File: config.mk
export PLATFORM = sky130hd
export DESIGN_NAME = change_gated_reg
export DESIGN_NICKNAME = d
export VERILOG_FILES = /design/src/rtl/cgr_pkg.sv /design/src/rtl/cgr_edge_mon.sv /design/src/rtl/cgr_combine.sv /design/src/rtl/cgr_hold_reg.sv /design/src/rtl/change_gated_reg.sv
export SDC_FILE = /design/constraint.sdc
export NUM_CORES = 1
export LEC_CHECK = 0
export ABC_CLOCK_PERIOD_IN_PS = 3060
export CORE_AREA = 2 2 39 41
export CTS_CLUSTER_DIAMETER = 30
export DETAILED_ROUTE_END_ITERATION = 6
export DIE_AREA = 0 0 41 43
export PLACE_DENSITY = 0.74
export SLEW_MARGIN = 20
export SYNTH_ARGS = -nofsm -noshare
export SYNTH_HDL_FRONTEND = slang
export SYNTH_HIERARCHICAL = 1
export SYNTH_SLANG_ARGS = --single-unit
File: constraint.sdc
create_clock -name clk_i -period 3.06 [get_ports clk_i]
set_input_delay 0.306 -clock clk_i [delete_from_list [all_inputs] [get_ports clk_i]]
set_output_delay 0.306 -clock clk_i [all_outputs]
set_load 0.02 [all_outputs]
File: src/rtl/cgr_pkg.sv
package cgr_pkg;
  typedef enum logic {
    CMB_ANY = 1'b0,
    CMB_ALL = 1'b1
  } cmb_mode_e;
endpackage

File: src/rtl/cgr_edge_mon.sv
module cgr_edge_mon #(
  parameter int N_MON = 4
) (
  input  logic             clk_i,
  input  logic             rst_ni,
  input  logic [N_MON-1:0] mon_i,
  output logic [N_MON-1:0] chg_o,
  output logic             primed_o
);
  logic [N_MON-1:0] mon_q;

  for (genvar b = 0; b < N_MON; b++) begin : g_bit
    always_ff @(posedge clk_i or negedge rst_ni) begin
      if (!rst_ni) mon_q[b] <= 1'b0;
      else         mon_q[b] <= mon_i[b];
    end
    // D xor Q: one cycle wide per change
    assign chg_o[b] = mon_i[b] ^ mon_q[b];
  end

  // first sample after reset is not a real history
  always_ff @(posedge clk_i or negedge rst_ni) begin
    if (!rst_ni) primed_o <= 1'b0;
    else         primed_o <= 1'b1;
  end
endmodule

File: src/rtl/cgr_combine.sv
module cgr_combine
  import cgr_pkg::*;
#(
  parameter int        N_MON = 4,
  parameter cmb_mode_e MODE  = CMB_ALL
) (
  input  logic [N_MON-1:0] chg_i,
  input  logic             primed_i,
  output logic             en_o
);
  logic hit;

  if (MODE == CMB_ALL) begin : g_all
    assign hit = &chg_i;
  end else begin : g_any
    assign hit = |chg_i;
  end

  assign en_o = primed_i & hit;
endmodule

File: src/rtl/cgr_hold_reg.sv
module cgr_hold_reg #(
  parameter int DATA_W = 8
) (
  input  logic              clk_i,
  input  logic              rst_ni,
  input  logic              en_i,
  input  logic [DATA_W-1:0] d_i,
  output logic [DATA_W-1:0] q_o
);
  // no final else: register holds when disabled
  always_ff @(posedge clk_i or negedge rst_ni) begin
    if (!rst_ni)   q_o <= '0;
    else if (en_i) q_o <= d_i;
  end
endmodule

File: src/rtl/change_gated_reg.sv
module change_gated_reg
  import cgr_pkg::*;
#(
  parameter int        N_MON  = 4,
  parameter int        DATA_W = 8,
  parameter cmb_mode_e MODE   = CMB_ALL
) (
  input  logic              clk_i,
  input  logic              rst_ni,
  input  logic [N_MON-1:0]  mon_i,
  input  logic [DATA_W-1:0] data_i,
  output logic [DATA_W-1:0] data_o,
  output logic              en_o
);
  logic [N_MON-1:0] chg;
  logic             primed;

  cgr_edge_mon #(.N_MON(N_MON)) u_mon (
    .clk_i    (clk_i),
    .rst_ni   (rst_ni),
    .mon_i    (mon_i),
    .chg_o    (chg),
    .primed_o (primed)
  );

  cgr_combine #(.N_MON(N_MON), .MODE(MODE)) u_cmb (
    .chg_i    (chg),
    .primed_i (primed),
    .en_o     (en_o)
  );

  cgr_hold_reg #(.DATA_W(DATA_W)) u_reg (
    .clk_i  (clk_i),
    .rst_ni (rst_ni),
    .en_i   (en_o),
    .d_i    (data_i),
    .q_o    (data_o)
  );
endmodule

==> impl_metrics.xml <==
<?xml version="1.0" encoding="UTF-8"?>
<metrics>
  <group name="timing">
    <metric name="setup_total_negative_slack" unit="ps">0</metric>
    <metric name="setup_skew_after_layout" unit="ps">1.817</metric>
    <metric name="min_period_over_period" unit="">0.6879</metric>
    <metric name="slew_violations" unit="">0</metric>
    <metric name="rsz_0062_raised_after_global_routing" unit="">false</metric>
    <metric name="actual_transition_at_the_worst_max_transition_pin" unit="ps">561.5</metric>
    <metric name="fmaxAchievable" unit="MHz">475.1</metric>
    <metric name="worst_slew_margin_rel" unit="">0.6245</metric>
    <metric name="layout_setup_ws" unit="ps">955.0</metric>
    <metric name="final-setup-viol-count" unit="">0</metric>
    <metric name="finalCriticalPeriod" unit="ps">2105</metric>
    <metric name="finalHoldViolCount" unit="">0</metric>
  </group>
  <group name="final_layout">
    <metric name="layout_common_cells" unit="">22 x sky130_fd_sc_hd__clkdlybuf4s50_1, 13 x sky130_fd_sc_hd__dfrtp_1, 8 x sky130_fd_sc_hd__mux2_4, 4 x sky130_fd_sc_hd__xor2_1, 3 x sky130_fd_sc_hd__clkbuf_4</metric>
    <metric name="layout-drive-gt1-share" unit="">0.2143</metric>
    <metric name="post_layout_net_count" unit="">71</metric>
    <metric name="mostFrequentLayoutCell" unit="">sky130_fd_sc_hd__clkdlybuf4s50_1</metric>
    <metric name="area_growth_syn_to_layout" unit="%">51.72</metric>
    <metric name="antenna_cells" unit="">0</metric>
    <metric name="final-instance-count-excl-fill" unit="">72</metric>
    <metric name="post-route-util" unit="">0.5570</metric>
  </group>
  <group name="die">
    <metric name="start_util" unit="">0.3671</metric>
    <metric name="ioPinCount" unit="">23</metric>
    <metric name="die-height" unit="um">43</metric>
    <metric name="die_width" unit="um">41</metric>
    <metric name="floorplan.die_area" unit="um^2">1763</metric>
    <metric name="design.core.area" unit="um^2">1384</metric>
    <metric name="placementRows" unit="">14</metric>
  </group>
  <group name="grt">
    <metric name="gr-usage-all-layers" unit="">0.1167</metric>
    <metric name="antenna_found_initial" unit="">0</metric>
    <metric name="first_global_vias" unit="">329</metric>
    <metric name="final_global_route_overflow_total" unit="">0</metric>
    <metric name="grt_pass1_wl" unit="um">1338</metric>
    <metric name="grt_max_degree" unit="">14</metric>
  </group>
  <group name="detailed_routing">
    <metric name="vias_per_cell" unit="">4.389</metric>
    <metric name="drt_wl_total" unit="um">819</metric>
    <metric name="route.vias.total" unit="">316</metric>
    <metric name="first_pass_iters" unit="">2</metric>
    <metric name="drt.antenna.violating_nets" unit="">0</metric>
    <metric name="detail_route.iter0.violations" unit="">3</metric>
    <metric name="wire_per_inst" unit="um">11.38</metric>
    <metric name="detail_route.drc_violations" unit="">0</metric>
  </group>
  <group name="clocking">
    <metric name="quantity_of_hold_fixing_buffers_added_after_cts" unit="">0</metric>
    <metric name="cts_setup_buffers" unit="">0</metric>
    <metric name="h-tree-depth" unit="">1</metric>
    <metric name="clkTransAtPathRegs" unit="ps">70</metric>
    <metric name="cts-buffers-inserted" unit="">3</metric>
    <metric name="clock_net_sink_count" unit="">13</metric>
    <metric name="root_buf_cell" unit="">sky130_fd_sc_hd__clkbuf_4</metric>
    <metric name="cts_tree" unit="">yes</metric>
    <metric name="ctsLongestPathBuffers" unit="">2</metric>
    <metric name="number_of_gates_resized_after_cts" unit="">0</metric>
    <metric name="insertion_delay" unit="ps">260</metric>
  </group>
  <group name="worst_setup_path">
    <metric name="critPathLaunchType" unit="">input pin</metric>
    <metric name="setup.worst_path.end_class" unit="">primary output</metric>
    <metric name="r2r.worst_path.cells" unit="">5</metric>
    <metric name="worstPathArrival" unit="ps">1800</metric>
    <metric name="critPathMaxFanout" unit="">2</metric>
    <metric name="timing.reg2reg.setup_slack" unit="ps">1640</metric>
    <metric name="reg2reg_to" unit="">u_reg/q_o[7]$_DFFE_PN0P_</metric>
    <metric name="r2r_start" unit="">u_mon/mon_q[2]$_DFF_PN0_</metric>
    <metric name="worstPathRequired" unit="ps">2750</metric>
    <metric name="setup.worst_path.class" unit="">in2out</metric>
  </group>
  <group name="logic_synthesis">
    <metric name="post_synth.cell_area_avg" unit="um^2">16.93</metric>
    <metric name="synthesis.yosys.warnings" unit="">6</metric>
    <metric name="sequential_share_of_the_synthesized_area" unit="">0.6404</metric>
    <metric name="ys_types" unit="">8</metric>
    <metric name="postSynthCellCount" unit="">30</metric>
    <metric name="post_synth_instance_area" unit="um^2">508.0</metric>
    <metric name="synth_seq_cells" unit="">13</metric>
    <metric name="synth_nets" unit="">44</metric>
  </group>
  <group name="power">
    <metric name="worst_vdd_ir" unit="mV">0.3646</metric>
    <metric name="sw_frac_of_total" unit="">0.2811</metric>
    <metric name="switchingPower" unit="W">0.0001582</metric>
    <metric name="p_comb_frac" unit="">0.406</metric>
    <metric name="totalPowerFinal" unit="W">0.0005630</metric>
    <metric name="power_density_cells" unit="nW/um^2">730.4</metric>
    <metric name="cellInternalPower" unit="W">0.0004047</metric>
    <metric name="sequentialPowerShare" unit="">0.419</metric>
    <metric name="power_frac_clock" unit="">0.175</metric>
    <metric name="p_leak" unit="nW">0.3402</metric>
  </group>
  <group name="placement">
    <metric name="placement.setup.worst_slack" unit="ps">937.5</metric>
    <metric name="place.gp.congestion" unit="">0.6293</metric>
    <metric name="hpwlAfterDp" unit="um">619.8</metric>
    <metric name="place.detailed.instances" unit="">68</metric>
    <metric name="io_buffers" unit="">22</metric>
  </group>
  <group name="status">
    <metric name="run_status" unit="">finished, final reports clean</metric>
  </group>
  <group name="run">
    <metric name="max_cap_viol_count" unit="">0</metric>
  </group>
  <group name="hold_path">
    <metric name="worst_hold_path_type" unit="">in2async</metric>
  </group>
</metrics>
[cell type report]
cell class,instances,area [um^2]
Clock buffer,4,26.28
Sequential cell,13,325.3
Multi-Input combinational cell,16,171.4
Timing Repair Buffer,23,227.7
Fill cell,132,613.1
Tap cell,16,20.02
[cells in the mapped netlist]
library cell,n,area share
sky130_fd_sc_hd__mux2_4,8,0.24
sky130_fd_sc_hd__xor2_1,4,0.069
sky130_fd_sc_hd__nor2_1,1,0.0074
sky130_fd_sc_hd__conb_1,1,0.0074
sky130_fd_sc_hd__buf_6,1,0.022
sky130_fd_sc_hd__nand2_1,1,0.0074
sky130_fd_sc_hd__nand3_1,1,0.0098
sky130_fd_sc_hd__dfrtp_1,13,0.64
[power by group through the flow]
stage	clock network, W	registers (W)	logic, W
2_1_floorplan	0	0.000293	0.0000654
3_3_place_gp	0	0.000240	0.000228
3_5_place_dp	0	0.000240	0.000230
4_1_cts	0.000107	0.000237	0.000231
5_1_grt	0.000114	0.000243	0.000241
6_report	0.0000985	0.000236	0.000228
[worst max path at each step]
stage                                         from                  endpoint  slack [ps]
after detailed placement                  mon_i[2]                      en_o         940
after global routing                      mon_i[0]                      en_o         830
after global placement                    mon_i[1]                      en_o         980
after floorplan           u_mon/mon_q[0]$_DFF_PN0_  u_reg/q_o[0]$_DFFE_PN0P_        1510
final                                     mon_i[2]                      en_o         960
after CTS                                 mon_i[2]                      en_o         940
[metrics by stage]
| stage | hold slack [ps] | instance area, um^2 |
|---|---|---|
| 2_1_floorplan | 10.41 | 508.0 |
| 3_3_place_gp | 490.3 | 744.5 |
| 3_5_place_dp | 491.3 | 744.5 |
| 4_1_cts | 407.5 | 770.7 |
| 5_1_grt | 419.9 | 770.7 |
| 6_report | 403.0 | 770.7 |
[routing by layer]
metal | global-route usage | share of wire
met5 | 0 | 0
met4 | 0.06000 | 0
met1 | 0.1267 | 0.43
met3 | 0.04712 | 0.071
met2 | 0.1844 | 0.50
[sequential cells by signal, indices dropped and copies added (netlist names)]
name            flops
u_mon/mon_q         4
u_mon/primed_o      1
u_reg/q_o           8
[worst max-delay path, stage by stage]
cell                              delay (ps)
sky130_fd_sc_hd__clkdlybuf4s50_1         490
sky130_fd_sc_hd__xor2_1                  160
sky130_fd_sc_hd__nand2_1                  80
sky130_fd_sc_hd__nor2_1                  130
sky130_fd_sc_hd__clkdlybuf4s50_1         630
[logic make-up after synthesis]
family | after synthesis | synth area share
buffers and inverters | 1 | 0.02217
other | 1 | 0.007382
xor gates and xnor gates | 4 | 0.06896
DFF | 13 | 0.6404
and+or+nand+nor | 3 | 0.02461
muxes | 8 | 0.2365
(Power assumes the default switching activity.)
